### src/rtl/bus_narrower.sv
module bus_narrower #(
  parameter int LANE_W = 9,
  parameter int LANES  = 4
) (
  input  logic                    clk,
  input  logic                    rst,
  input  logic                    cfg_half,
  input  logic                    cfg_big,
  input  logic [LANE_W*LANES-1:0] in_data,
  input  logic                    in_valid,
  output logic                    in_ready,
  output logic [2*LANE_W-1:0]     out_data,
  output logic                    out_valid,
  input  logic                    out_ready
);
  localparam int WIDE_W = LANE_W * LANES;
  localparam int HALF_W = 2 * LANE_W;
  localparam int CNT_W  = (LANES > 1) ? $clog2(LANES) : 1;

  logic [WIDE_W-1:0] word_q;
  logic              full_q, half_q, big_q;
  logic [CNT_W-1:0]  cnt_q;
  logic [CNT_W-1:0]  last_idx, pos;
  logic              last_w;
  logic [HALF_W-1:0] piece;

  assign last_idx  = half_q ? CNT_W'(LANES/2 - 1) : CNT_W'(LANES - 1);
  assign last_w    = (cnt_q == last_idx);
  assign pos       = big_q ? last_idx - cnt_q : cnt_q;
  assign in_ready  = !full_q;
  assign out_valid = full_q;
  assign out_data  = piece;

  always_comb begin
    piece = '0;
    if (half_q) piece = word_q[int'(pos)*HALF_W +: HALF_W];
    else        piece[LANE_W-1:0] = word_q[int'(pos)*LANE_W +: LANE_W];
  end

  always_ff @(posedge clk) begin
    if (rst) begin
      full_q <= 1'b0;
      cnt_q  <= '0;
      word_q <= '0;
      half_q <= cfg_half;
      big_q  <= cfg_big;
    end else if (in_valid && in_ready) begin
      word_q <= in_data;
      full_q <= 1'b1;
      cnt_q  <= '0;
    end else if (out_valid && out_ready) begin
      if (last_w) begin
        full_q <= 1'b0;
        cnt_q  <= '0;
      end else begin
        cnt_q  <= cnt_q + 1'b1;
      end
    end
  end
endmodule


### config.mk
export PLATFORM = sky130hd
export DESIGN_NAME = bus_narrower
export DESIGN_NICKNAME = d
export VERILOG_FILES = /design/src/rtl/bus_narrower.sv
export SDC_FILE = /design/constraint.sdc
export NUM_CORES = 1
export LEC_CHECK = 0
export BUFFER_PORTS_ARGS = -buffer_cell sky130_fd_sc_hd__clkbuf_2
export CAP_MARGIN = 10
export CORE_UTILIZATION = 35
export CTS_CLUSTER_SIZE = 40
export DETAILED_ROUTE_END_ITERATION = 8
export GPL_ROUTABILITY_DRIVEN = 1
export PLACE_DENSITY = 0.7
export SETUP_SLACK_MARGIN = 0.5
export SYNTH_ARGS = -nofsm -noshare
export SYNTH_HDL_FRONTEND = slang
export SYNTH_SLANG_ARGS = --single-unit
### constraint.sdc
create_clock -name clk -period 1.4 [get_ports clk]
set_input_delay 0.14 -clock clk [delete_from_list [all_inputs] [get_ports clk]]
set_output_delay 0.14 -clock clk [all_outputs]
set_load 0.005 [all_outputs]
==> results by stage <==
Outcome:
- The run finished, with violations left.
- The final reports fail on setup timing.

Synthesis:
- The average footprint of a synthesized cell is about 7.9 µm².
- The number of cells produced by synthesis is approximately 310.
- The cell type with the largest total area after synthesis is sky130_fd_sc_hd__dfxtp_1.
- The synthesized design contains between 40 and 50 register bits.
- The most common cell in the synthesized netlist is sky130_fd_sc_hd__nand2_1.
- The top cell type's share of synthesized area is 0.323.
- The number of distinct library cells after synthesis is 26.
- The number of nets in the synthesized netlist is approximately 350.
- For this run, the register share of the synthesized area comes to 0.348.
- The count of synthesis-stage warnings from yosys is 0.
- By count the netlist is led by sky130_fd_sc_hd__nand2_1 (92), sky130_fd_sc_hd__a21oi_1 (57), sky130_fd_sc_hd__dfxtp_1 (39).
- Summing every instance area after synthesis gives roughly 2400 µm².
- The count of flip-flops with a built-in enable after synthesis is 2.
- The share of synthesized flip-flops with an asynchronous set or reset is 0.
- The most instantiated flip-flop cell in the synthesis netlist is sky130_fd_sc_hd__dfxtp_1.
- By area the synthesized netlist is led by sky130_fd_sc_hd__dfxtp_1 (32%), sky130_fd_sc_hd__nand2_1 (14%), sky130_fd_sc_hd__mux2_2 (13%), sky130_fd_sc_hd__a21oi_1 (12%), sky130_fd_sc_hd__mux2i_1 (7.5%).

Finish:
- Of the cells placed in the final design, the portion with a size suffix greater than 1 is 0.624.
- The total inserted antenna cells is 0.
- After the last flow step, the layout net total stands at 435.
- The filler cell count is 520.
- The post-layout instance count excluding filler cells is around 470.
- The finished layout cell area is roughly 4000 µm².
- The layout-stage area growth over the synthesis result is 65.2%.

STA:
- The post-route fraction of the period consumed by the critical path is 1.32.
- The clock period minus final worst setup slack is 1.84 ns.
- The remaining max-slew budget at the tightest pin is 0.625.
- Based on the critical path, the design can be clocked at up to 543 MHz.
- Setup violations remaining at the end of the flow were counted as 18.
- Summed over all failing endpoints, the final setup total negative slack is -7.00 ns.
- Across the routed clock network, the largest skew measured is 0.00464 ns.
- The number of failing hold endpoints at the final stage is 0.
- Setup repair after global routing could not meet its margin everywhere.
- The number of slew-limit violations in the final report came to 0.
- The final worst slack is -0.442 ns.
- Hold timing on the final database bottoms out at a slack of 0.0226 ns.
- At the pin with the least slew margin, the transition time is 0.562 ns.

Drt:
- The final route contains ~2600 vias.
- The detailed-route wire length per cell is ~18 µm.
- The number of optimization iterations in the first detailed-route pass is 4.
- The number of vias per cell is 5.54.
- The post-detailed-route count of antenna-violating nets is 0.
- The number of DRC violations after detailed routing is 0.
- The detailed-route wire length is between 8 and 9 mm.
- The violation count after the first detailed-route iteration is around 110.

Floorplanning:
- In this run the core area contains 29 standard-cell rows.
- The die covers 7240 µm².
- The overall die height is ~85 µm.
- After floorplanning, the core was sized to cover roughly 6500 µm².
- The number of I/O pins is 62.
- The overall die width is 85.1 µm.
- The starting density of the core is 0.372.

Place:
- The count of placed standard cells including taps is 442.
- Port buffering added 61 buffers.
- The sum of net half-perimeters after detailed placement is approximately 5 mm.
- At the end of routability-driven placement, the weighted congestion stood at just over 0.8.
- Timing analysis after detailed placement gives a worst setup slack of -0.150 ns.
- The cell area reported after detailed placement is between 2000 and 3000 µm².

Clocking:
- The CTS tree is yes.
- The source-to-sink clock delay at the later pin of the worst-skew pair is around 0.30 ns.
- The maximum buffer depth of the clock tree is 2.
- Clock tree synthesis selected as its root buffer the cell sky130_fd_sc_hd__clkbuf_8.
- The number of hold buffers added after cts is 0.
- For this design, the sink count on the clock tree is 41.
- In this run, CTS created clock tree buffers numbering 5.
- Clock-pin slew was measured on the worst setup and hold paths at roughly 0.080 ns.
- The H-tree depth is 2.

Global routing:
- The global-route total usage across every layer is 0.232.
- The total global routing overflow is 0.
- The number of antenna violations at the first check in global routing is 0.
- The via count of the first global-routing pass is 2587.
- The first-pass GRT wire length is roughly 13 mm.
- The maximum number of pins on one net before global-route repair is 26.

Critical path:
- The critical path data required time is 1.26 ns.
- The worst setup path is launched from a flop.
- The kind of critical path is reg2out.
- In this run the worst path has a maximum fanout of 11.
- The arrival time at the worst endpoint is around 1.7 ns.
- The endpoint kind of the worst setup timing path is a primary output.

Job:
- The max-cap violation count is 0.

Power and ir drop:
- For this design the ratio of total power to cell area is roughly 810 nW/µm².
- For this design the static power due to leakage is about 1.7 nW.
- IR analysis of the VDD net gives a maximum drop of ~520 µV.

Hold path:
- The kind of path behind the tightest hold check is in2reg.
-- power by group --
part	leakage, nW	switching [mW]	internal (mW)
clock	0.0395	0.414	0.355
combinational	1.33	0.548	0.577
sequential	0.341	0.0921	1.24
total	1.71	1.05	2.17
-- area by class of cell --
class	instances	area, µm²	area share
well taps	77	96.3	0.0241
flip-flops and latches	41	850	0.213
multi-input cells	239	2020	0.505
clock buffers	8	80.1	0.0201
inverters	1	16.3	0.00407
repair buffers	105	936	0.234
-- routing by layer --
layer / part of all wire / vias to the layer above / GRT usage / wire [µm]
met3: 0.052 / 19 / 0.0370 / 448
met4: 0.022 / 0 / 0.0786 / 194
met1: 0.43 / 1278 / 0.297 / 3710
met5: 0 / - / 0 / 0
met2: 0.50 / 81 / 0.399 / 4310
li1: - / 1232 / - / -
-- sequential cells by signal (all words and copies together) (netlist names) --
signal     cells
cnt_q          2
word_q        36
half_q         1
big_q          1
out_valid      1
-- cell families after synthesis --
family	share of synthesized area
buf+inv	0.0657
flops	0.348
compound gates	0.188
xor+xnor	0.0300
simple gates	0.168
mux	0.200
-- path summary, 6_finish.rpt --
check                          start                      end  slack (ns)  cells after the start
max            cnt_q[0]$_SDFFE_PP0P_              out_data[2]       -0.44                      6
min reg2reg  word_q[22]$_SDFFE_PP0P_  word_q[22]$_SDFFE_PP0P_        0.50                      2
max reg2reg    cnt_q[0]$_SDFFE_PP0P_    cnt_q[0]$_SDFFE_PP0P_        0.23                      5
min                         cfg_half         half_q$_DFFE_PP_        0.02                      1
-- timing repair --
action | 4_1_cts | 5_1_grt
gates cloned | 7 | 1
pin swaps | 36 | 30
gates resized for setup | 109 | 76
setup endpoints to repair | 59 | 59
buffers inserted | 7 | 6
-- critical path: stages, from the launching register on --
cell and delay [ns]:
sky130_fd_sc_hd__dfxtp_4 0.45, sky130_fd_sc_hd__buf_12 0.17, sky130_fd_sc_hd__xnor2_4 0.13, sky130_fd_sc_hd__buf_12 0.16, sky130_fd_sc_hd__mux2i_1 0.08, sky130_fd_sc_hd__o22ai_1 0.24
sky130_fd_sc_hd__clkbuf_2 0.17
-- stage by stage --
step / power [mW] / utilization
floorplan: 1.80 / -
global route: 3.36 / 0.615
global placement: 2.03 / 0.456
finish: 3.23 / 0.615
detailed placement: 2.05 / 0.456
CTS: 3.04 / 0.557
-- cell usage in the layout, fill, tap and decap left out, types with 2 or more instances in the layout --
cell | netlist | layout
sky130_fd_sc_hd__mux2_4 | 0 | 9
sky130_fd_sc_hd__nand2_8 | 0 | 2
sky130_fd_sc_hd__nand2_4 | 0 | 36
sky130_fd_sc_hd__buf_2 | 9 | 5
sky130_fd_sc_hd__nand2_1 | 92 | 49
sky130_fd_sc_hd__nand2_2 | 1 | 7
sky130_fd_sc_hd__dfxtp_1 | 39 | 36
sky130_fd_sc_hd__nand2b_1 | 3 | 3
sky130_fd_sc_hd__mux2_2 | 27 | 18
sky130_fd_sc_hd__o22ai_2 | 0 | 5
sky130_fd_sc_hd__buf_4 | 3 | 15
sky130_fd_sc_hd__buf_16 | 0 | 4
sky130_fd_sc_hd__buf_6 | 5 | 14
sky130_fd_sc_hd__a21oi_1 | 57 | 11
sky130_fd_sc_hd__clkbuf_2 | 1 | 54
sky130_fd_sc_hd__o22ai_1 | 18 | 13
sky130_fd_sc_hd__o21ai_0 | 9 | 3
sky130_fd_sc_hd__dfxtp_4 | 0 | 2
sky130_fd_sc_hd__o21ai_1 | 1 | 7
sky130_fd_sc_hd__clkbuf_8 | 0 | 5
sky130_fd_sc_hd__buf_12 | 0 | 11
sky130_fd_sc_hd__a21oi_2 | 0 | 46
sky130_fd_sc_hd__edfxtp_1 | 2 | 2
sky130_fd_sc_hd__mux2i_1 | 18 | 17
sky130_fd_sc_hd__nor2_1 | 4 | 2
sky130_fd_sc_hd__clkbuf_1 | 4 | 3
(Power assumes the default switching activity.)
